### src/rtl/nps_pkg.sv
package nps_pkg;
   typedef enum logic [1:0] {
      OP_READ = 2'd0,
      OP_PROG = 2'd1,
      OP_INIT = 2'd2,
      OP_BAD  = 2'd3
   } op_e;

   typedef enum logic [2:0] {
      K_CMD,
      K_ADR,
      K_WR,
      K_RD,
      K_STAT
   } kind_e;

   typedef enum logic [1:0] {
      S_IDLE,
      S_DRIVE,
      S_POLL
   } st_e;

   localparam logic [7:0] CMD_RD_SETUP = 8'h00;
   localparam logic [7:0] CMD_RD_GO    = 8'h30;
   localparam logic [7:0] CMD_SERIN    = 8'h80;
   localparam logic [7:0] CMD_PRG_GO   = 8'h10;
   localparam logic [7:0] CMD_STATUS   = 8'h70;
   localparam int         COL_CYCLES   = 2;
endpackage

### src/rtl/nps_pace.sv
// Phase timer: measures the strobe width and bounds the ready poll.
module nps_pace #(
   parameter int STROBE_CYC = 2,
   parameter int POLL_LIMIT = 1000
) (
   input  logic clk,
   input  logic rst_n,
   input  logic in_drive,
   input  logic in_poll,
   input  logic rb,
   output logic strobe_last,
   output logic poll_expired
);
   localparam int SPAN = (STROBE_CYC > POLL_LIMIT) ? STROBE_CYC : POLL_LIMIT;
   localparam int CW   = $clog2(SPAN + 1);

   logic [CW-1:0] cnt;
   logic          restart;

   generate
      if (STROBE_CYC == 1) begin : g_single
         assign strobe_last = in_drive;
      end else begin : g_multi
         assign strobe_last = in_drive && (cnt == CW'(STROBE_CYC - 1));
      end
   endgenerate

   assign poll_expired = in_poll && !rb && (cnt == CW'(POLL_LIMIT - 1));
   assign restart      = !(in_drive || in_poll) || strobe_last || (in_poll && rb);

   always_ff @(posedge clk or negedge rst_n) begin
      if (!rst_n)       cnt <= '0;
      else if (restart) cnt <= '0;
      else              cnt <= cnt + CW'(1);
   end
endmodule

### src/rtl/nps_addr_mux.sv
// Selects the byte for each address cycle: column bytes are zero, row bytes come from the page.
module nps_addr_mux
   import nps_pkg::*;
#(
   parameter int PAGE_W = 24,
   parameter int AIW    = 3
) (
   input  logic [PAGE_W-1:0] page,
   input  logic [AIW-1:0]    idx,
   output logic [7:0]        abyte
);
   localparam int ROW_BYTES = (PAGE_W + 7) / 8;

   logic [ROW_BYTES*8-1:0] page_ext;
   assign page_ext = (ROW_BYTES*8)'(page);

   always_comb begin
      abyte = 8'h00;
      for (int i = 0; i < ROW_BYTES; i++) begin
         if (idx == AIW'(COL_CYCLES + i)) abyte = page_ext[i*8 +: 8];
      end
   end
endmodule

### src/rtl/nand_page_seq.sv
module nand_page_seq
   import nps_pkg::*;
#(
   parameter int PAGE_W     = 24,
   parameter int LEN_W      = 12,
   parameter int STROBE_CYC = 2,
   parameter int POLL_LIMIT = 1000
) (
   input  logic              clk,
   input  logic              rst_n,
   input  logic              start,
   input  logic [1:0]        op,
   input  logic [PAGE_W-1:0] page,
   input  logic [LEN_W-1:0]  len,
   output logic              busy,
   output logic              done,
   output logic              fail,
   output logic              wp,
   output logic              nf_cle,
   output logic              nf_ale,
   output logic              nf_we_n,
   output logic              nf_re_n,
   output logic [7:0]        nf_dq_out,
   output logic              nf_dq_oe,
   input  logic [7:0]        nf_dq_in,
   input  logic              nf_rb,
   output logic [LEN_W-1:0]  buf_addr,
   output logic              buf_we,
   output logic [7:0]        buf_wdata,
   input  logic [7:0]        buf_rdata
);
   localparam int ROW_BYTES = (PAGE_W + 7) / 8;
   localparam int ADR_N     = COL_CYCLES + ROW_BYTES;
   localparam int AIW       = $clog2(ADR_N);

   generate
      if (STROBE_CYC < 1 || POLL_LIMIT < 2 || LEN_W < 2 || PAGE_W < 1 || PAGE_W > 32) begin : g_bad_cfg
         $error("nand_page_seq: parameter out of range");
      end
   endgenerate

   st_e               state;
   kind_e             step, n_step;
   op_e               op_q;
   logic [7:0]        cmd_q, n_cmd, abyte;
   logic [PAGE_W-1:0] page_q;
   logic [LEN_W-1:0]  len_q, dat_cnt;
   logic [AIW-1:0]    adr_cnt;
   logic              n_fin, reject, strobe_last, poll_expired, drv;
   logic [7:0]        first_cmd;

   nps_pace #(.STROBE_CYC(STROBE_CYC), .POLL_LIMIT(POLL_LIMIT)) u_pace (
      .clk          (clk),
      .rst_n        (rst_n),
      .in_drive     (state == S_DRIVE),
      .in_poll      (state == S_POLL),
      .rb           (nf_rb),
      .strobe_last  (strobe_last),
      .poll_expired (poll_expired)
   );

   nps_addr_mux #(.PAGE_W(PAGE_W), .AIW(AIW)) u_amux (
      .page  (page_q),
      .idx   (adr_cnt),
      .abyte (abyte)
   );

   assign reject    = (op == OP_BAD) || ((op == OP_READ || op == OP_PROG) && len[0]);
   assign first_cmd = (op == OP_READ) ? CMD_RD_SETUP : (op == OP_PROG) ? CMD_SERIN : CMD_STATUS;

   // Step that follows the current one once the device reports ready.
   always_comb begin
      n_step = step;
      n_cmd  = cmd_q;
      n_fin  = 1'b0;
      case (step)
         K_CMD: begin
            case (cmd_q)
               CMD_RD_SETUP, CMD_SERIN: n_step = K_ADR;
               CMD_RD_GO: begin
                  if (len_q == '0) n_fin = 1'b1;
                  else             n_step = K_RD;
               end
               CMD_PRG_GO: n_cmd = CMD_STATUS;
               default: n_step = (op_q == OP_INIT) ? K_ADR : K_STAT;
            endcase
         end
         K_ADR: begin
            if (op_q == OP_INIT) begin
               n_step = K_STAT;
            end else if (adr_cnt == AIW'(ADR_N - 1)) begin
               if (op_q == OP_READ) begin
                  n_step = K_CMD;
                  n_cmd  = CMD_RD_GO;
               end else if (len_q == '0) begin
                  n_step = K_CMD;
                  n_cmd  = CMD_PRG_GO;
               end else begin
                  n_step = K_WR;
               end
            end
         end
         K_WR: begin
            if (dat_cnt == len_q - LEN_W'(1)) begin
               n_step = K_CMD;
               n_cmd  = CMD_PRG_GO;
            end
         end
         K_RD:    n_fin = (dat_cnt == len_q - LEN_W'(1));
         default: n_fin = 1'b1;
      endcase
   end

   always_ff @(posedge clk or negedge rst_n) begin
      if (!rst_n) begin
         state   <= S_IDLE;
         step    <= K_CMD;
         cmd_q   <= 8'h00;
         op_q    <= OP_READ;
         page_q  <= '0;
         len_q   <= '0;
         adr_cnt <= '0;
         dat_cnt <= '0;
         done    <= 1'b0;
         fail    <= 1'b0;
         wp      <= 1'b0;
      end else begin
         done <= 1'b0;
         case (state)
            S_IDLE: begin
               if (start) begin
                  op_q    <= op_e'(op);
                  page_q  <= page;
                  len_q   <= len;
                  adr_cnt <= '0;
                  dat_cnt <= '0;
                  if (reject) begin
                     fail <= 1'b1;
                     done <= 1'b1;
                  end else begin
                     fail  <= 1'b0;
                     state <= S_DRIVE;
                     step  <= K_CMD;
                     cmd_q <= first_cmd;
                  end
               end
            end
            S_DRIVE: begin
               if (strobe_last) begin
                  state <= S_POLL;
                  if (step == K_STAT) begin
                     if (op_q == OP_INIT) wp   <= ~nf_dq_in[7];
                     else                 fail <= nf_dq_in[0];
                  end
               end
            end
            S_POLL: begin
               if (nf_rb) begin
                  if (n_fin) begin
                     state <= S_IDLE;
                     done  <= 1'b1;
                  end else begin
                     state <= S_DRIVE;
                     step  <= n_step;
                     cmd_q <= n_cmd;
                     if (step == K_ADR)                   adr_cnt <= adr_cnt + AIW'(1);
                     if (step == K_WR || step == K_RD)    dat_cnt <= dat_cnt + LEN_W'(1);
                  end
               end else if (poll_expired) begin
                  state <= S_IDLE;
                  done  <= 1'b1;
                  fail  <= 1'b1;
               end
            end
            default: state <= S_IDLE;
         endcase
      end
   end

   assign drv       = (state == S_DRIVE);
   assign busy      = (state != S_IDLE);
   assign nf_cle    = drv && (step == K_CMD);
   assign nf_ale    = drv && (step == K_ADR);
   assign nf_we_n   = !(drv && (step == K_CMD || step == K_ADR || step == K_WR));
   assign nf_re_n   = !(drv && (step == K_RD || step == K_STAT));
   assign nf_dq_oe  = !nf_we_n;
   assign nf_dq_out = (step == K_CMD) ? cmd_q : (step == K_ADR) ? abyte : buf_rdata;
   assign buf_addr  = dat_cnt;
   assign buf_we    = drv && (step == K_RD) && strobe_last;
   assign buf_wdata = nf_dq_in;

   // command and address latches are exclusive
   a_r5_latch_excl: assert property (@(posedge clk) disable iff (!rst_n) !(nf_cle && nf_ale));
   // read and write strobes never overlap
   a_r5_strobe_excl: assert property (@(posedge clk) disable iff (!rst_n) nf_we_n || nf_re_n);
   // the block never drives the bus while the device drives it
   a_r5_bus_turn: assert property (@(posedge clk) disable iff (!rst_n) !nf_re_n |-> !nf_dq_oe);
   // refused request ends at once with no strobe
   a_r7_reject: assert property (@(posedge clk) disable iff (!rst_n)
      (!busy && start && reject) |=> (done && fail && !busy && nf_we_n && nf_re_n));
   // an exhausted poll window ends the sequence as a failure
   a_r6_timeout: assert property (@(posedge clk) disable iff (!rst_n)
      (state == S_POLL && poll_expired) |=> (done && fail && !busy));
   // done only in idle, only after work or a start
   a_r9_done_idle: assert property (@(posedge clk) disable iff (!rst_n) done |-> !busy);
   a_r9_done_cause: assert property (@(posedge clk) disable iff (!rst_n)
      done |-> ($past(busy) || $past(start)));
endmodule

### config.mk
export PLATFORM = sky130hd
export DESIGN_NAME = nand_page_seq
export DESIGN_NICKNAME = d
export VERILOG_FILES = /design/src/rtl/nps_pkg.sv /design/src/rtl/nps_pace.sv /design/src/rtl/nps_addr_mux.sv /design/src/rtl/nand_page_seq.sv
export SDC_FILE = /design/constraint.sdc
export NUM_CORES = 1
export LEC_CHECK = 0
export BUFFER_PORTS_ARGS = -buffer_cell sky130_fd_sc_hd__buf_2
export CELL_PAD_IN_SITES_DETAIL_PLACEMENT = 1
export CELL_PAD_IN_SITES_GLOBAL_PLACEMENT = 1
export CORE_UTILIZATION = 42
export DETAILED_ROUTE_END_ITERATION = 12
export GPL_TIMING_DRIVEN = 1
export PLACE_DENSITY_LB_ADDON = 0.15
export SYNTH_ARGS = -nofsm -noshare
export SYNTH_HDL_FRONTEND = slang
export SYNTH_SLANG_ARGS = --single-unit
### constraint.sdc
create_clock -name clk -period 3.75 [get_ports clk]
set_clock_uncertainty 0.05 [all_clocks]
set_input_delay 0.375 -clock clk [delete_from_list [all_inputs] [get_ports clk]]
set_output_delay 0.375 -clock clk [all_outputs]
set_load 0.005 [all_outputs]
After elaboration in Yosys (flattened, before gate mapping). Index checks and enable logic that the tools add are counted.

$add $sub $neg: 4. Equal/unequal tests: 39. Multiplexer cells: 67. Bitwise operators: 1. Reduce and logical (&&, ||, !) cells: 43.

Operators with widths (number): 8-bit 2-to-1 mux (17); 12-bit 2-to-1 mux (4); 3-bit 2-to-1 mux (13); 12-bit case mux with 2 select lines (1); 8-bit case mux with 3 select lines (1); 2-bit != test (second input constant) (10); 3-bit != test (second input constant) (6); 3-bit case mux with 3 select lines (2); 4-bit != test (second input constant) (4); 8-bit case mux with 2 select lines (1); 1-bit 2-to-1 mux (14); 2-bit 2-to-1 mux (7); 12-bit by 1-bit adder with 12-bit output (second input constant) (1); 12-bit == test (1); 3-bit by 2-bit == test with 1-bit output (second input constant) (4); 12-bit zero test (1); 3-bit case mux with 2 select lines (2); 12-bit by 1-bit subtractor with 12-bit output (second input constant) (1); 1-bit logical AND (11); 11-bit AND reduction (1); 10-bit by 1-bit adder with 10-bit output (second input constant) (1); 10-bit by 1-bit == test with 1-bit output (second input constant) (1); 10-bit == test (second input constant) (1); 10-bit 2-to-1 mux (1); other kinds (26) (48).

Register bits after elaboration: 79. Input port bits: 58. Output and inout port bits: 38. Word-level logic and storage cells: 166.

Logic depth before layout (Yosys ltp). Gate-level depths: netlist of the first run.

Depth after elaboration: 9. Gate-level depth with buffers: 10. Gate-level depth less buffers: 9.

Cells and area by module. Synthesis of the first run repeated with hierarchy kept, for this count alone.

Cell total of the unflattened synthesis: 483. Area, all modules: 4694.5 µm².

By module, submodules not included: nand_page_seq (instances 1, cells an instance 408, area each 3947.5 µm², sequential area each 1626.6 µm²); nps_pace (instances 1, cells an instance 55, area each 556.8 µm², sequential area each 250.2 µm²); nps_addr_mux (instances 1, cells an instance 20, area each 190.2 µm², sequential area each 0.0 µm²).

Least setup slack after synthesis of the first run. OpenSTA, ideal clock, no wires.

Path kind: reg-to-reg. From: register len_q[0]. To: register cmd_q[5]. Setup time: 125 ps. Arrival: 2640 ps. Required time: 3575 ps. Setup slack: 935 ps. Cell stages (with the launch flop): 10. Path buffers: 0. Period minus slack after synthesis: 2815 ps. Path through: dfrtp_1 > inv_1 > ha_1 > or3b_4 > or4_1 > nand4_1 > nor3_4 > a2111oi_4 > nand4b_4 > mux2_4.

Word-level cells in the longest chain between the ends: 6. Elaborated cells between the ends (all ways): 10. Classes of those cells: add/sub (1); eq/ne (4); mux (3); reduce/logical (2).

Ends and longest elaborated chain: from (decl) (line nand_page_seq.sv:47) `logic [LEN_W-1:0] len_q, dat_cnt;`; from (signal assigned) (line nand_page_seq.sv:134) `len_q <= len;`; parallel branches: the longest is 5 deep, another holds 12-bit by 1-bit subtractor with 12-bit output; 11-bit AND reduction (no line) (*); to (signal assigned) (line nand_page_seq.sv:144) `cmd_q <= first_cmd;`; to (signal assigned) (line nand_page_seq.sv:165) `cmd_q <= n_cmd;`; to (decl) (line nand_page_seq.sv:45) `logic [7:0] cmd_q, n_cmd, abyte;`.

Mark *: on every way between the ends. A chain may end at the register's enable or synchronous reset.

Worst setup path in the final report of the first run.
From: register len_q[0]. To: register dat_cnt[9], in the netlist buf_addr[9].

Word-level cells in the longest chain between the ends: 6. Elaborated cells between the ends (all ways): 8. Classes of those cells: add/sub (1); eq/ne (2); mux (3); reduce/logical (2).

Ends and longest elaborated chain: parallel branches: the longest is 3 deep, another holds 12-bit by 1-bit subtractor with 12-bit output; 1-bit case mux with 3 select lines (*) (line nand_page_seq.sv:76) `case (step)`; 2-bit != test (no line) (*); 5-bit AND reduction (no line) (*); to (signal assigned) (line nand_page_seq.sv:167) `if (step == K_WR || step == K_RD) dat_cnt <= dat_cnt + LEN_W'(1);`; to (decl) (line nand_page_seq.sv:47).

Marked as above.

==> summary.log, run 1 <==
INFO  outcome        status=complete, no violations
INFO  sta            setup_total_negative_slack=0ns
INFO  sta            timing_worst_slew_pin_value=0.9685ns
INFO  sta            slew_violations=0
INFO  setup_path     worstPathMaxFanout=18
INFO  yosys          number_of_warnings_reported_in_the_yosys_synthesis_log=0
INFO  clock_tree     max-clock-path-buffers=2
INFO  floorplanning  initial_core_util=43.25%
INFO  place          finalWeightedCongestion=0.8269
INFO  clock_tree     clk_transition_reported_paths=0.08ns
INFO  floorplanning  chipWidth=107.7um
INFO  finish         multi_input_comb_area=2565squm
INFO  finish         final_area=5335squm
INFO  sta            worst_slew_margin_rel=35.44%
INFO  global_route   grt_pass1_vias=4024
INFO  finish         post-route-util=49.22%
INFO  setup_path     crit_start=len_q[0]$_DFFE_PN0P_
INFO  setup_path     critical_path_class=reg2reg
INFO  finish         final.fill_count=1263
INFO  sta            finalWorstSetupSlack=0.6066ns
INFO  pwr            pwr-share-comb=42.7%
INFO  sta            grt_setup_unrepaired=false
INFO  floorplanning  core_area=10840squm
INFO  setup_path     rr_startpoint=len_q[0]$_DFFE_PN0P_
INFO  global_route   antenna_violations_before_repair=0
INFO  route          post-route-drc-count=0
INFO  global_route   maximum_number_of_pins_on_one_net_before_global_route_repair=76
INFO  yosys          postSynthRegisterBits=75
INFO  clock_tree     cts_buffers=9
INFO  pwr            power_density_normalized_to_cell_area=656.7nW/um^2
INFO  pwr            switching_power=1.413mW
INFO  route          postRouteWirelength=12460um
INFO  setup_path     timing.critical_path.to_type=flip-flop
INFO  finish         post_route_cells_drive_above_1_share=28.31%
INFO  pwr            internal-power=2.090mW
INFO  floorplanning  rows=38
INFO  place          place.port_buffers=83
INFO  route          vias_per_cell=5.656
INFO  pwr            vdd_ir_drop_max=0.2548mV
INFO  setup_path     cp.arrival=3.37ns
INFO  finish         final_net_count=617
INFO  clock_tree     tritoncts_clock_tree=done
INFO  route          drtPass1Iterations=4
INFO  route          drtAntennaViolNets=0
INFO  clock_tree     clock_latency=0.36ns
INFO  yosys          ys_async_sr_fraction=100.0%
INFO  finish         final_cell_mix=sky130_fd_sc_hd__buf_2, sky130_fd_sc_hd__dfrtp_1, sky130_fd_sc_hd__nand2_1, sky130_fd_sc_hd__nor2_1, sky130_fd_sc_hd__mux2_2
INFO  floorplanning  die_height=107.7um
INFO  min_path       worstHoldPathType=in2async
INFO  yosys          synth_sequential_area_ratio=40.03%
INFO  place          place_ws=0.6338ns
INFO  floorplanning  design.die.area=11590squm
INFO  yosys          synth_edf_count=0
INFO  floorplanning  io-pin-count=96
INFO  pwr            switching_portion_of_total_power=40.34%
INFO  finish         antenna-diode-count=0
INFO  route          drt_first_iter_violations=157
INFO  clock_tree     root_buffer_selected_by_cts=sky130_fd_sc_hd__clkbuf_8
INFO  global_route   sum_of_overflow_across_all_layers_after_global_routing=0
INFO  global_route   grt_first_pass_wirelength=20380um
INFO  clock_tree     holdBufCountCts=0
INFO  finish         layout.cells.most_common=sky130_fd_sc_hd__buf_2
INFO  yosys          synth.distinct_cells=72
INFO  sta            report.final.hold_viol_count=0
INFO  pwr            power.share.clock=17.8%
INFO  flow_run       drv.max_cap_violation_count=0
INFO  setup_path     worst-endpoint-required=3.97ns
INFO  yosys          synth_fp_nets=547
INFO  setup_path     critPathLaunchType=flip-flop
INFO  finish         register_area=1877squm
INFO  sta            timing.fmax=318.1MHz
INFO  pwr            leakagePower=2.482nW
INFO  sta            layout_worst_path_cycle_share=83.82%
INFO  route          vias=3908
INFO  sta            timing.final.crit_period=3.143ns
INFO  clock_tree     cts.repair.resized=0
INFO  clock_tree     cts_setup_buffers=0
INFO  finish         area.growth.synth_to_final=13.80%
INFO  place          hpwl=9101um
INFO  sta            finalSetupViolCount=0
INFO  yosys          postSynthCellCount=477
INFO  yosys          syn-mean-instance-area=9.829squm
INFO  place          placement.cell_area=5144squm
INFO  yosys          netlist_area_pre_place=4688squm
INFO  route          wire_per_inst=18.03um
INFO  clock_tree     cts.sinks=75
INFO  clock_tree     cts_max_level=3
INFO  pwr            p_seq_share=39.5%
INFO  global_route   all_layer_gr_usage=22.92%
INFO  yosys          yosys_most_used_dff=sky130_fd_sc_hd__dfrtp_1
[logic make-up (layout without fill, tap and decap cells)]
family                   Yosys count  in the layout  share of synthesized area, %
buffers and inverters             49            123                         5.258
adder cells (fa/ha/maj)           12             12                         3.202
AND/OR/NAND/NOR                  165            165                         18.84
flip-flops                        75             75                         40.03
multiplexers                      54             54                         12.78
XOR/XNOR                          21             21                         3.923
AO/OA/AOI/OAI                    101            101                         15.96
[critical path, cell delays in order (launching register included)]
cell	delay, ns
sky130_fd_sc_hd__dfrtp_1	0.45
sky130_fd_sc_hd__inv_1	0.08
sky130_fd_sc_hd__ha_1	0.22
sky130_fd_sc_hd__nor3b_1	0.49
sky130_fd_sc_hd__nand4_1	0.33
sky130_fd_sc_hd__o41ai_1	0.66
sky130_fd_sc_hd__and2_1	0.30
sky130_fd_sc_hd__a21oi_4	0.12
sky130_fd_sc_hd__nand4_1	0.17
sky130_fd_sc_hd__mux2i_1	0.19
[area by class of cell]
type	count	area share [%]
multi-input combinational	353	48.08
sequential	75	35.18
timing repair buffer	87	8.396
tap	140	3.283
clock buffer	10	2.580
inverter	21	1.477
clock inverter	5	1.008
[final timing paths]
kind	endpoint	slack, ns	cells past startpoint
setup / recovery	buf_addr[9]$_DFFE_PN0P_	0.61	9
hold / removal	buf_addr[9]$_DFFE_PN0P_	0.12	1
setup reg to reg	buf_addr[9]$_DFFE_PN0P_	0.61	9
hold reg to reg	fail$_DFFE_PN0P_	0.44	2
max in group asynchronous	len_q[6]$_DFFE_PN0P_	2.90	1
min in group clk	wp$_DFFE_PN0P_	0.16	2
[stage by stage]
step	hold WS, ns	total power, mW	instances
after floorplan	0.02941	2.437	477
after global placement	0.4196	2.830	676
after detailed placement	0.4338	2.910	676
after CTS	0.1535	3.545	691
after global routing	0.1577	3.767	691
final	0.1156	3.504	691
[routing by layer]
metal / track usage [%] / part of all wire, %
met2: 38.60 / 49
met3: 5.024 / 3.6
met1: 28.60 / 45
met5: 0 / 0
met4: 8.513 / 2.4
[synth_stat cells (7+ instances only)]
cell type                  count  area share (%)
sky130_fd_sc_hd__dfrtp_1      75              40
sky130_fd_sc_hd__nand2_1      40             3.2
sky130_fd_sc_hd__nor2_1       40             3.2
sky130_fd_sc_hd__mux2_2       39             9.4
sky130_fd_sc_hd__o21ai_0      29             3.1
sky130_fd_sc_hd__inv_1        21             1.7
sky130_fd_sc_hd__clkbuf_1     13             1.0
sky130_fd_sc_hd__mux2i_1      13             2.8
sky130_fd_sc_hd__nand3_1      13             1.4
sky130_fd_sc_hd__ha_1         12             3.2
sky130_fd_sc_hd__a21oi_1      11             1.2
sky130_fd_sc_hd__and3_1       11             1.5
sky130_fd_sc_hd__xor2_1       11             2.1
sky130_fd_sc_hd__xnor2_1      10             1.9
sky130_fd_sc_hd__nand2b_1      9             1.2
sky130_fd_sc_hd__buf_4         8             1.3
sky130_fd_sc_hd__nor3_1        8            0.85
sky130_fd_sc_hd__nand4_1       7            0.93
[power groups by stage]
stage | Clock, mW | Combinational, mW | Sequential, mW
after floorplan | 0 | 1.17 | 1.27
after global placement | 0 | 1.45 | 1.38
after detailed placement | 0 | 1.51 | 1.40
after CTS | 0.645 | 1.52 | 1.38
after global routing | 0.676 | 1.66 | 1.44
final | 0.625 | 1.50 | 1.38
[state kept, by name (all words and copies together) (netlist names), 2 cells and up]
signal	cells
len_q	12
state	2
adr_cnt	3
cmd_q	4
page_q	24
step	3
op_q	2
buf_addr	12
u_pace.cnt	10
(Power assumes the default switching activity.)
==> run 2: changes to the inputs <==
--- a/config.mk
+++ b/config.mk
@@ -5,10 +5,11 @@
 export SDC_FILE = /design/constraint.sdc
 export NUM_CORES = 1
 export LEC_CHECK = 0
+export ABC_AREA = 1
 export BUFFER_PORTS_ARGS = -buffer_cell sky130_fd_sc_hd__buf_2
 export CELL_PAD_IN_SITES_DETAIL_PLACEMENT = 1
 export CELL_PAD_IN_SITES_GLOBAL_PLACEMENT = 1
-export CORE_UTILIZATION = 42
+export CORE_UTILIZATION = 36
 export DETAILED_ROUTE_END_ITERATION = 12
 export GPL_TIMING_DRIVEN = 1
 export PLACE_DENSITY_LB_ADDON = 0.15
==> constraint.sdc (replaced) <==
create_clock -name clk -period 2.6 [get_ports clk]
set_clock_uncertainty 0.05 [all_clocks]
set_input_delay 0.26 -clock clk [delete_from_list [all_inputs] [get_ports clk]]
set_output_delay 0.26 -clock clk [all_outputs]
set_load 0.005 [all_outputs]
==> run 2 against run 1 <==
  * Final cell count is 24% higher
  * Worst hold slack worse by 0.075 ns
  * Critical endpoint is now nf_dq_out[7]
  * Final area grew 3.9%
  * Total power rose by 54%
==> summary.log, run 2 <==
INFO  route          detail_route.wirelength.met1=5631um [was 5568 um]
INFO  sta            timing.final.crit_period=2.405ns
INFO  route          wl_met2=6783um [was 6139 um]
INFO  clock_tree     root_buffer_selected_by_cts=sky130_fd_sc_hd__clkbuf_16 [was sky130_fd_sc_hd__clkbuf_8]
INFO  pwr            pwr-share-comb=39.8% [was 42.7%]
INFO  finish         register_area=1877squm [unchanged]
INFO  yosys          netlist.top_cell.by_area=sky130_fd_sc_hd__dfrtp_1 [unchanged]
INFO  sta            layout_worst_path_cycle_share=92.51%
INFO  setup_path     critical_path.reg2reg.endpoint=buf_addr[8]$_DFFE_PN0P_ [was buf_addr[9]$_DFFE_PN0P_]
INFO  pwr            power.share.clock=25.0% [was 17.8%]
INFO  yosys          synth.distinct_cells=39 [was 72]
INFO  yosys          synth_fp_nets=673 [was 547]
INFO  setup_path     cp.arrival=2.10ns [was 3.37 ns]
INFO  setup_path     worstPathMaxFanout=14 [was 18]
INFO  finish         layout.cells.most_common=sky130_fd_sc_hd__nand2_1 [was sky130_fd_sc_hd__buf_2]
INFO  finish         multi_input_comb_area=2406squm [was 2565 sq um]
INFO  yosys          postSynthCellCount=603 [was 477]
INFO  route          drt_first_iter_violations=131 [was 157]
INFO  place          finalWeightedCongestion=0.8129 [was 0.8269]
INFO  route          drtAntennaViolNets=0 [unchanged]
INFO  yosys          syn-mean-instance-area=7.711squm [was 9.829 sq um]
INFO  setup_path     timing.critical_path.to_type=primary output [was flip-flop]
INFO  flow_run       drv.max_cap_violation_count=0 [unchanged]
INFO  route          vias_per_cell=5.024 [was 5.656]
INFO  floorplanning  initial_core_util=36.84% [was 43.25%]
INFO  finish         final.fill_count=1628 [was 1263]
INFO  clock_tree     cts_max_level=3 [unchanged]
INFO  setup_path     critPathLaunchType=flip-flop [unchanged]
INFO  global_route   maximum_number_of_pins_on_one_net_before_global_route_repair=76 [unchanged]
INFO  min_path       worstHoldPathType=in2async [unchanged]
INFO  global_route   grt_pass1_vias=4515 [was 4024]
INFO  setup_path     worst-r2r-cell-count=14 [was 9]
INFO  sta            report.final.hold_viol_count=0 [unchanged]
INFO  sta            setup_total_negative_slack=0ns [unchanged]
INFO  yosys          ys_async_sr_fraction=100.0% [unchanged]
INFO  finish         final_net_count=752 [was 617]
INFO  pwr            p_seq_share=35.2% [was 39.5%]
INFO  route          wl_met3=454um [was 453 um]
INFO  place          place.port_buffers=83 [unchanged]
INFO  global_route   antenna_violations_before_repair=0 [unchanged]
INFO  pwr            leakagePower=2.679nW [was 2.482 nW]
INFO  route          vias=4311 [was 3908]
INFO  finish         largest_register_ff_count=24 [unchanged]
INFO  clock_tree     tritoncts_clock_tree=done [unchanged]
INFO  finish         area.growth.synth_to_final=19.24% [was 13.80%]
INFO  pwr            vdd_ir_drop_max=0.6577mV [was 0.2548 mV]
INFO  setup_path     crit_start=adr_cnt[0]$_DFFE_PN0P_ [was len_q[0]$_DFFE_PN0P_]
INFO  route          drtPass1Iterations=4 [unchanged]
INFO  yosys          number_of_warnings_reported_in_the_yosys_synthesis_log=0 [unchanged]
INFO  outcome        status=complete, no violations [unchanged]
INFO  route          route.top_layer_used=met4 [unchanged]
INFO  global_route   grt_first_pass_wirelength=21920um [was 20380 um]
INFO  yosys          netlist_area_pre_place=4649squm [was 4688 sq um]
INFO  yosys          ys_top_cells_by_count=sky130_fd_sc_hd__nand2_1, sky130_fd_sc_hd__dfrtp_1, sky130_fd_sc_hd__inv_1, sky130_fd_sc_hd__nor2_1, sky130_fd_sc_hd__nand3_1 [was sky130_fd_sc_hd__dfrtp_1, sky130_fd_sc_hd__nand2_1, sky130_fd_sc_hd__nor2_1, sky130_fd_sc_hd__mux2_2, sky130_fd_sc_hd__o21ai_0]
INFO  global_route   all_layer_gr_usage=21.41% [was 22.92%]
INFO  pwr            power_density_normalized_to_cell_area=973.7nW/um^2 [was 656.7 nW/um^2]
INFO  finish         antenna-diode-count=0 [unchanged]
INFO  yosys          synth.top_cell.area_share=40.37% [was 40.03%]
INFO  sta            grt_setup_unrepaired=false [unchanged]
INFO  setup_path     reg2reg_setup_slack=0.32ns [was 0.61 ns]
INFO  sta            finalSetupViolCount=0 [unchanged]
INFO  clock_tree     clk_transition_reported_paths=0.06ns [was 0.08 ns]
INFO  yosys          synth_edf_count=0 [unchanged]
INFO  clock_tree     cts_setup_buffers=0 [unchanged]
INFO  pwr            switching_power=2.115mW [was 1.413 mW]
INFO  setup_path     rr_startpoint=len_q[0]$_DFFE_PN0P_ [unchanged]
INFO  floorplanning  io-pin-count=96 [unchanged]
INFO  floorplanning  core_area=12620squm [was 10840 sq um]
INFO  floorplanning  design.die.area=13370squm [was 11590 sq um]
INFO  pwr            switching_portion_of_total_power=39.18% [was 40.34%]
INFO  finish         most_flops_register=page_q [unchanged]
INFO  clock_tree     cts_buffers=9 [unchanged]
INFO  pwr            p_total=5.398mW [was 3.504 mW]
INFO  floorplanning  die_height=115.6um [was 107.7 um]
INFO  sta            slew_violations=0 [unchanged]
INFO  clock_tree     cts.sinks=75 [unchanged]
INFO  clock_tree     max-clock-path-buffers=2 [unchanged]
INFO  sta            worst_slew_margin_rel=33.48% [was 35.44%]
INFO  setup_path     worst-endpoint-required=2.29ns [was 3.97 ns]
INFO  place          hpwl=10120um [was 9101 um]
INFO  sta            timing.fmax=415.8MHz
INFO  yosys          yosys_most_used_dff=sky130_fd_sc_hd__dfrtp_1 [unchanged]
INFO  route          postRouteWirelength=13200um [was 12460 um]
INFO  floorplanning  rows=41 [was 38]
INFO  route          wire_per_inst=15.39um [was 18.03 um]
INFO  route          post-route-drc-count=0 [unchanged]
INFO  yosys          cells_taking_the_most_area_after_synthesis=sky130_fd_sc_hd__dfrtp_1, sky130_fd_sc_hd__nand2_1, sky130_fd_sc_hd__mux2_2 [was sky130_fd_sc_hd__dfrtp_1, sky130_fd_sc_hd__mux2_2, sky130_fd_sc_hd__ha_1]
INFO  floorplanning  chipWidth=115.6um [was 107.7 um]
INFO  setup_path     critical_path_class=reg2out [was reg2reg]
INFO  yosys          synth_sequential_area_ratio=40.37% [was 40.03%]
INFO  pwr            internal-power=3.283mW [was 2.090 mW]
INFO  yosys          post-synth-top-count-cell=sky130_fd_sc_hd__nand2_1 [was sky130_fd_sc_hd__dfrtp_1]
INFO  finish         post_route_cells_drive_above_1_share=23.91% [was 28.31%]
INFO  yosys          postSynthRegisterBits=75 [unchanged]
INFO  finish         final_cell_mix=sky130_fd_sc_hd__nand2_1, sky130_fd_sc_hd__buf_2, sky130_fd_sc_hd__dfrtp_1, sky130_fd_sc_hd__inv_1, sky130_fd_sc_hd__nor2_1 [was sky130_fd_sc_hd__buf_2, sky130_fd_sc_hd__dfrtp_1, sky130_fd_sc_hd__nand2_1, sky130_fd_sc_hd__nor2_1, sky130_fd_sc_hd__mux2_2]
INFO  global_route   sum_of_overflow_across_all_layers_after_global_routing=0 [unchanged]
INFO  sta            timing_worst_slew_pin_value=0.9978ns [was 0.9685 ns]
INFO  clock_tree     clock_latency=0.34ns [was 0.36 ns]
run 2: changes by cell type after synthesis, moves of 7 or more:
cell / before / now
sky130_fd_sc_hd__mux2i_1: 13 / 1
sky130_fd_sc_hd__a21oi_1: 11 / 28
sky130_fd_sc_hd__nor3_1: 8 / 15
sky130_fd_sc_hd__nand2b_1: 9 / 0
sky130_fd_sc_hd__inv_1: 21 / 63
sky130_fd_sc_hd__o21ai_2: 0 / 8
sky130_fd_sc_hd__nand3_1: 13 / 38
sky130_fd_sc_hd__and3_1: 11 / 0
sky130_fd_sc_hd__nor2_1: 40 / 63
sky130_fd_sc_hd__mux2_2: 39 / 29
sky130_fd_sc_hd__nand2_1: 40 / 151
run 2: worst max path at each step:
| stage | end | slack, ns | depth (start not counted) |
|---|---|---|---|
| 2_1_floorplan | buf_addr[2]$_DFFE_PN0P_ | 0.58 | 16 |
| 3_3_place_gp | buf_addr[7]$_DFFE_PN0P_ | 0.29 | 12 |
| 3_5_place_dp | buf_addr[8]$_DFFE_PN0P_ | 0.10 | 12 |
| 4_1_cts | buf_addr[8]$_DFFE_PN0P_ | 0.07 | 12 |
| 5_1_grt | buf_addr[3]$_DFFE_PN0P_ | 0.03 | 12 |
| 6_report | nf_dq_out[7] | 0.19 | 7 |
run 2: cell type report:
type	instances	share of cell area (%)
flip-flops and latches	75	33.85
clock buffers	10	4.311
well taps	172	3.882
clock inverters	5	1.399
repair buffers	91	8.621
inverters	67	4.536
multi-input cells	438	43.40
run 2: per-stage QoR:
step	instances	setup WS, ns	hold slack, ns	utilization (%)	area [sq um]
floorplan	603	0.5846	-0.08559	-	4649
global placement	843	0.2901	0.4205	41.28	5209
detailed placement	843	0.1048	0.4387	41.28	5209
CTS	858	0.06745	0.08034	43.78	5525
global route	858	0.03255	0.09644	43.93	5544
finish	858	0.1948	0.04065	43.93	5544
run 2: critical path, cell delays in order, from the launching register on:
cell	delay (ns)
sky130_fd_sc_hd__dfrtp_1	0.41
sky130_fd_sc_hd__inv_1	0.13
sky130_fd_sc_hd__ha_1	0.16
sky130_fd_sc_hd__nand2_1	0.30
sky130_fd_sc_hd__inv_1	0.30
sky130_fd_sc_hd__a21oi_1	0.10
sky130_fd_sc_hd__a21oi_1	0.21
sky130_fd_sc_hd__buf_2	0.14
run 2: cell families after synthesis:
logic type / count (synthesis) / synth area share, %
DFF: 75 / 40.37
and+or+nand+nor: 299 / 27.99
AOI/OAI and AO/OA: 84 / 10.39
buffers and inverters: 90 / 8.342
muxes: 30 / 7.239
xor gates and xnor gates: 13 / 2.449
adders and majority gates: 12 / 3.229
run 2: per-layer routing:
metal	up-vias	track usage [%]
met1	2086	25.33
met3	26	3.609
met5	-	0
met2	84	38.28
li1	2115	-
met4	0	9.145
run 2: power groups by stage:
| stage | Sequential, mW | Combinational [mW] | Clock (mW) |
|---|---|---|---|
| floorplan | 1.80 | 1.59 | 0 |
| global placement | 1.89 | 2.08 | 0 |
| detailed placement | 1.92 | 2.15 | 0 |
| CTS | 1.90 | 2.16 | 1.39 |
| global route | 1.95 | 2.47 | 1.43 |
| finish | 1.90 | 2.15 | 1.35 |
run 2: what timing repair did:
item	4_1_cts	5_1_grt
hold endpoints to repair	0	0
setup endpoints to repair	0	21
resized for setup	0	5
hold buffers	0	0
==> run 3: changes to the inputs <==
--- a/config.mk
+++ b/config.mk
@@ -9,10 +9,11 @@
 export BUFFER_PORTS_ARGS = -buffer_cell sky130_fd_sc_hd__buf_2
 export CELL_PAD_IN_SITES_DETAIL_PLACEMENT = 1
 export CELL_PAD_IN_SITES_GLOBAL_PLACEMENT = 1
-export CORE_UTILIZATION = 36
+export CORE_UTILIZATION = 43
 export DETAILED_ROUTE_END_ITERATION = 12
 export GPL_TIMING_DRIVEN = 1
 export PLACE_DENSITY_LB_ADDON = 0.15
+export SLEW_MARGIN = 20
 export SYNTH_ARGS = -nofsm -noshare
 export SYNTH_HDL_FRONTEND = slang
 export SYNTH_SLANG_ARGS = --single-unit
==> constraint.sdc (replaced) <==
create_clock -name clk -period 2.97 [get_ports clk]
set_clock_uncertainty 0.05 [all_clocks]
set_input_delay 0.297 -clock clk [delete_from_list [all_inputs] [get_ports clk]]
set_output_delay 0.297 -clock clk [all_outputs]
set_load 0.005 [all_outputs]
==> run 3 against run 2 <==
  * First-iteration DRC count rose by 36%
  * Register-to-register slack improved by 0.17 ns
  * Global-route usage rose by 2.8 points
  * Critical endpoint is now nf_dq_out[6]
  * Die area is 16% lower
  * Setup slack better by 0.27 ns
  * Sequential share of layout area rose by 1.4 points
  * Largest cell class unchanged
  * Core utilization grew 7.2 points
  * Flip-flop and latch count is the same
  * Clock power down 41%
  * Count of clock-buffer cells in the layout is the same
  * Critical path depth did not move
  * Final area fell by 3.9%
==> summary.log, run 3 (synthesized netlist as in run 2, its figures left out) <==
INFO  flow_run       drv.max_cap_violation_count=0 [unchanged]
INFO  global_route   maximum_number_of_pins_on_one_net_before_global_route_repair=76 [unchanged]
INFO  finish         largest_register_ff_count=24 [unchanged]
INFO  finish         final_area=5326squm [was 5544 sq um]
INFO  route          postRouteWirelength=12840um [was 13200 um]
INFO  route          drtPass1Iterations=7 [was 4]
INFO  route          wire_per_inst=15.67um [was 15.39 um]
INFO  clock_tree     holdBufCountCts=0 [unchanged]
INFO  finish         antenna-diode-count=0 [unchanged]
INFO  pwr            leakagePower=2.594nW [was 2.679 nW]
INFO  setup_path     timing.critical_path.to_type=primary output [unchanged]
INFO  floorplanning  chipWidth=106.0um [was 115.6 um]
INFO  place          dpl.cell_count=803 [was 843]
INFO  clock_tree     cts_setup_buffers=0 [unchanged]
INFO  floorplanning  die_height=106.0um [was 115.6 um]
INFO  pwr            power_density_normalized_to_cell_area=809.4nW/um^2 [was 973.7 nW/um^2]
INFO  global_route   sum_of_overflow_across_all_layers_after_global_routing=0 [unchanged]
INFO  sta            timing.fmax=399.7MHz
INFO  global_route   all_layer_gr_usage=24.19% [was 21.41%]
INFO  floorplanning  design.die.area=11230squm [was 13370 sq um]
INFO  sta            timing_worst_slew_pin_value=0.9918ns [was 0.9978 ns]
INFO  global_route   grt_first_pass_wirelength=21180um [was 21920 um]
INFO  floorplanning  io-pin-count=96 [unchanged]
INFO  place          hpwl=9912um [was 10120 um]
INFO  sta            report.final.hold_viol_count=0 [unchanged]
INFO  place          place.port_buffers=83 [unchanged]
INFO  sta            whs=0.04903ns [was 0.04065 ns]
INFO  clock_tree     tritoncts_clock_tree=done [unchanged]
INFO  floorplanning  initial_core_util=44.64% [was 36.84%]
INFO  finish         most_flops_register=page_q [unchanged]
INFO  route          vias=4332 [was 4311]
INFO  route          drt_first_iter_violations=178 [was 131]
INFO  setup_path     worstPathMaxFanout=12 [was 14]
INFO  setup_path     critPathLaunchType=flip-flop [unchanged]
INFO  route          post-route-drc-count=0 [unchanged]
INFO  place          finalWeightedCongestion=0.8268 [was 0.8129]
INFO  sta            timing.final.crit_period=2.502ns
INFO  route          vias_per_cell=5.289 [was 5.024]
INFO  floorplanning  core_area=10420squm [was 12620 sq um]
INFO  clock_tree     cts.repair.resized=0 [unchanged]
INFO  clock_tree     root_buffer_selected_by_cts=sky130_fd_sc_hd__clkbuf_8 [was sky130_fd_sc_hd__clkbuf_16]
INFO  setup_path     critical_path_class=reg2out [unchanged]
INFO  clock_tree     cts_buffers=9 [unchanged]
INFO  finish         area.growth.synth_to_final=14.56% [was 19.24%]
INFO  clock_tree     cts.sinks=75 [unchanged]
INFO  global_route   antenna_violations_before_repair=0 [unchanged]
INFO  sta            layout_worst_path_cycle_share=84.24%
INFO  place          placement.cell_area=5134squm [was 5209 sq um]
INFO  clock_tree     clock_latency=0.36ns [was 0.34 ns]
INFO  outcome        status=complete, no violations [unchanged]
INFO  clock_tree     max-clock-path-buffers=2 [unchanged]
INFO  sta            setup_total_negative_slack=0ns [unchanged]
INFO  pwr            vdd_ir_drop_max=0.3827mV [was 0.6577 mV]
INFO  floorplanning  rows=37 [was 41]
INFO  setup_path     cp.arrival=2.15ns [was 2.10 ns]
INFO  route          drtAntennaViolNets=0 [unchanged]
INFO  setup_path     reg2reg_setup_slack=0.49ns [was 0.32 ns]
INFO  min_path       worstHoldPathType=in2async [unchanged]
INFO  finish         layout.cells.most_common=sky130_fd_sc_hd__nand2_1 [unchanged]
INFO  global_route   grt_pass1_vias=4452 [was 4515]
INFO  clock_tree     clk_transition_reported_paths=0.08ns [was 0.06 ns]
INFO  finish         finalNonFillerCells=819 [was 858]
INFO  finish         post_route_cells_drive_above_1_share=23.13% [was 23.91%]
INFO  sta            slew_violations=0 [unchanged]
INFO  finish         final_net_count=748 [was 752]
INFO  setup_path     worst-endpoint-required=2.62ns [was 2.29 ns]
INFO  finish         final_cell_mix=sky130_fd_sc_hd__nand2_1, sky130_fd_sc_hd__buf_2, sky130_fd_sc_hd__dfrtp_1, sky130_fd_sc_hd__inv_1, sky130_fd_sc_hd__nor2_1 [unchanged]
INFO  clock_tree     cts_max_level=3 [unchanged]
INFO  sta            finalSetupViolCount=0 [unchanged]
INFO  sta            grt_setup_unrepaired=false [unchanged]
INFO  sta            worst_slew_margin_rel=33.88% [was 33.48%]
[run 3: metrics by stage]
step	total power [mW]	utilization [%]	setup WS, ns
2_1_floorplan	2.970	-	0.9546
3_3_place_gp	3.443	49.29	0.5542
3_5_place_dp	3.549	49.29	0.4827
4_1_cts	4.372	51.14	0.4362
5_1_grt	4.673	51.14	0.2182
6_report	4.311	51.14	0.4681
[run 3: critical path, stage by stage (launching register included)]
cell	delay [ns]
sky130_fd_sc_hd__dfrtp_1	0.46
sky130_fd_sc_hd__nor2_4	0.25
sky130_fd_sc_hd__inv_1	0.11
sky130_fd_sc_hd__nor2_1	0.28
sky130_fd_sc_hd__inv_1	0.26
sky130_fd_sc_hd__a21oi_1	0.20
sky130_fd_sc_hd__a21oi_1	0.10
sky130_fd_sc_hd__buf_2	0.13
[run 3: power by group]
part	internal [mW]	total (mW)	switching (mW)
clock	0.390	0.798	0.408
sequential	1.36	1.65	0.290
combinational	0.740	1.86	1.12
total	2.49	4.31	1.82
[run 3: final timing paths]
path | from | to | depth (start not counted)
min reg2reg | u_pace.cnt[0]$_DFF_PN0_ | u_pace.cnt[0]$_DFF_PN0_ | 1
max reg2reg | len_q[0]$_DFFE_PN0P_ | buf_addr[3]$_DFFE_PN0P_ | 12
min in group clk | len[5] | len_q[5]$_DFFE_PN0P_ | 2
min | rst_n | buf_addr[1]$_DFFE_PN0P_ | 1
max in group asynchronous | rst_n | step[1]$_DFFE_PN0P_ | 1
max | step[2]$_DFFE_PN0P_ | nf_dq_out[6] | 7
[run 3: layer usage]
| metal | track usage (%) | vias to the layer above | wire (um) |
|---|---|---|---|
| li1 | - | 2103 | - |
| met1 | 28.58 | 2115 | 5364 |
| met2 | 44.02 | 83 | 6759 |
| met3 | 3.188 | 31 | 402 |
| met4 | 9.921 | 0 | 309 |
| met5 | 0 | - | 0 |
[run 3: layout make-up]
cell class              instances  area, sq um
inverters                      67        251.5
repair buffers                 87        447.9
flip-flops and latches         75         1877
well taps                     136        170.2
fillers                      1354         5090
multi-input cells             438         2387
clock inverters                 6        65.06
clock buffers                  10        127.6
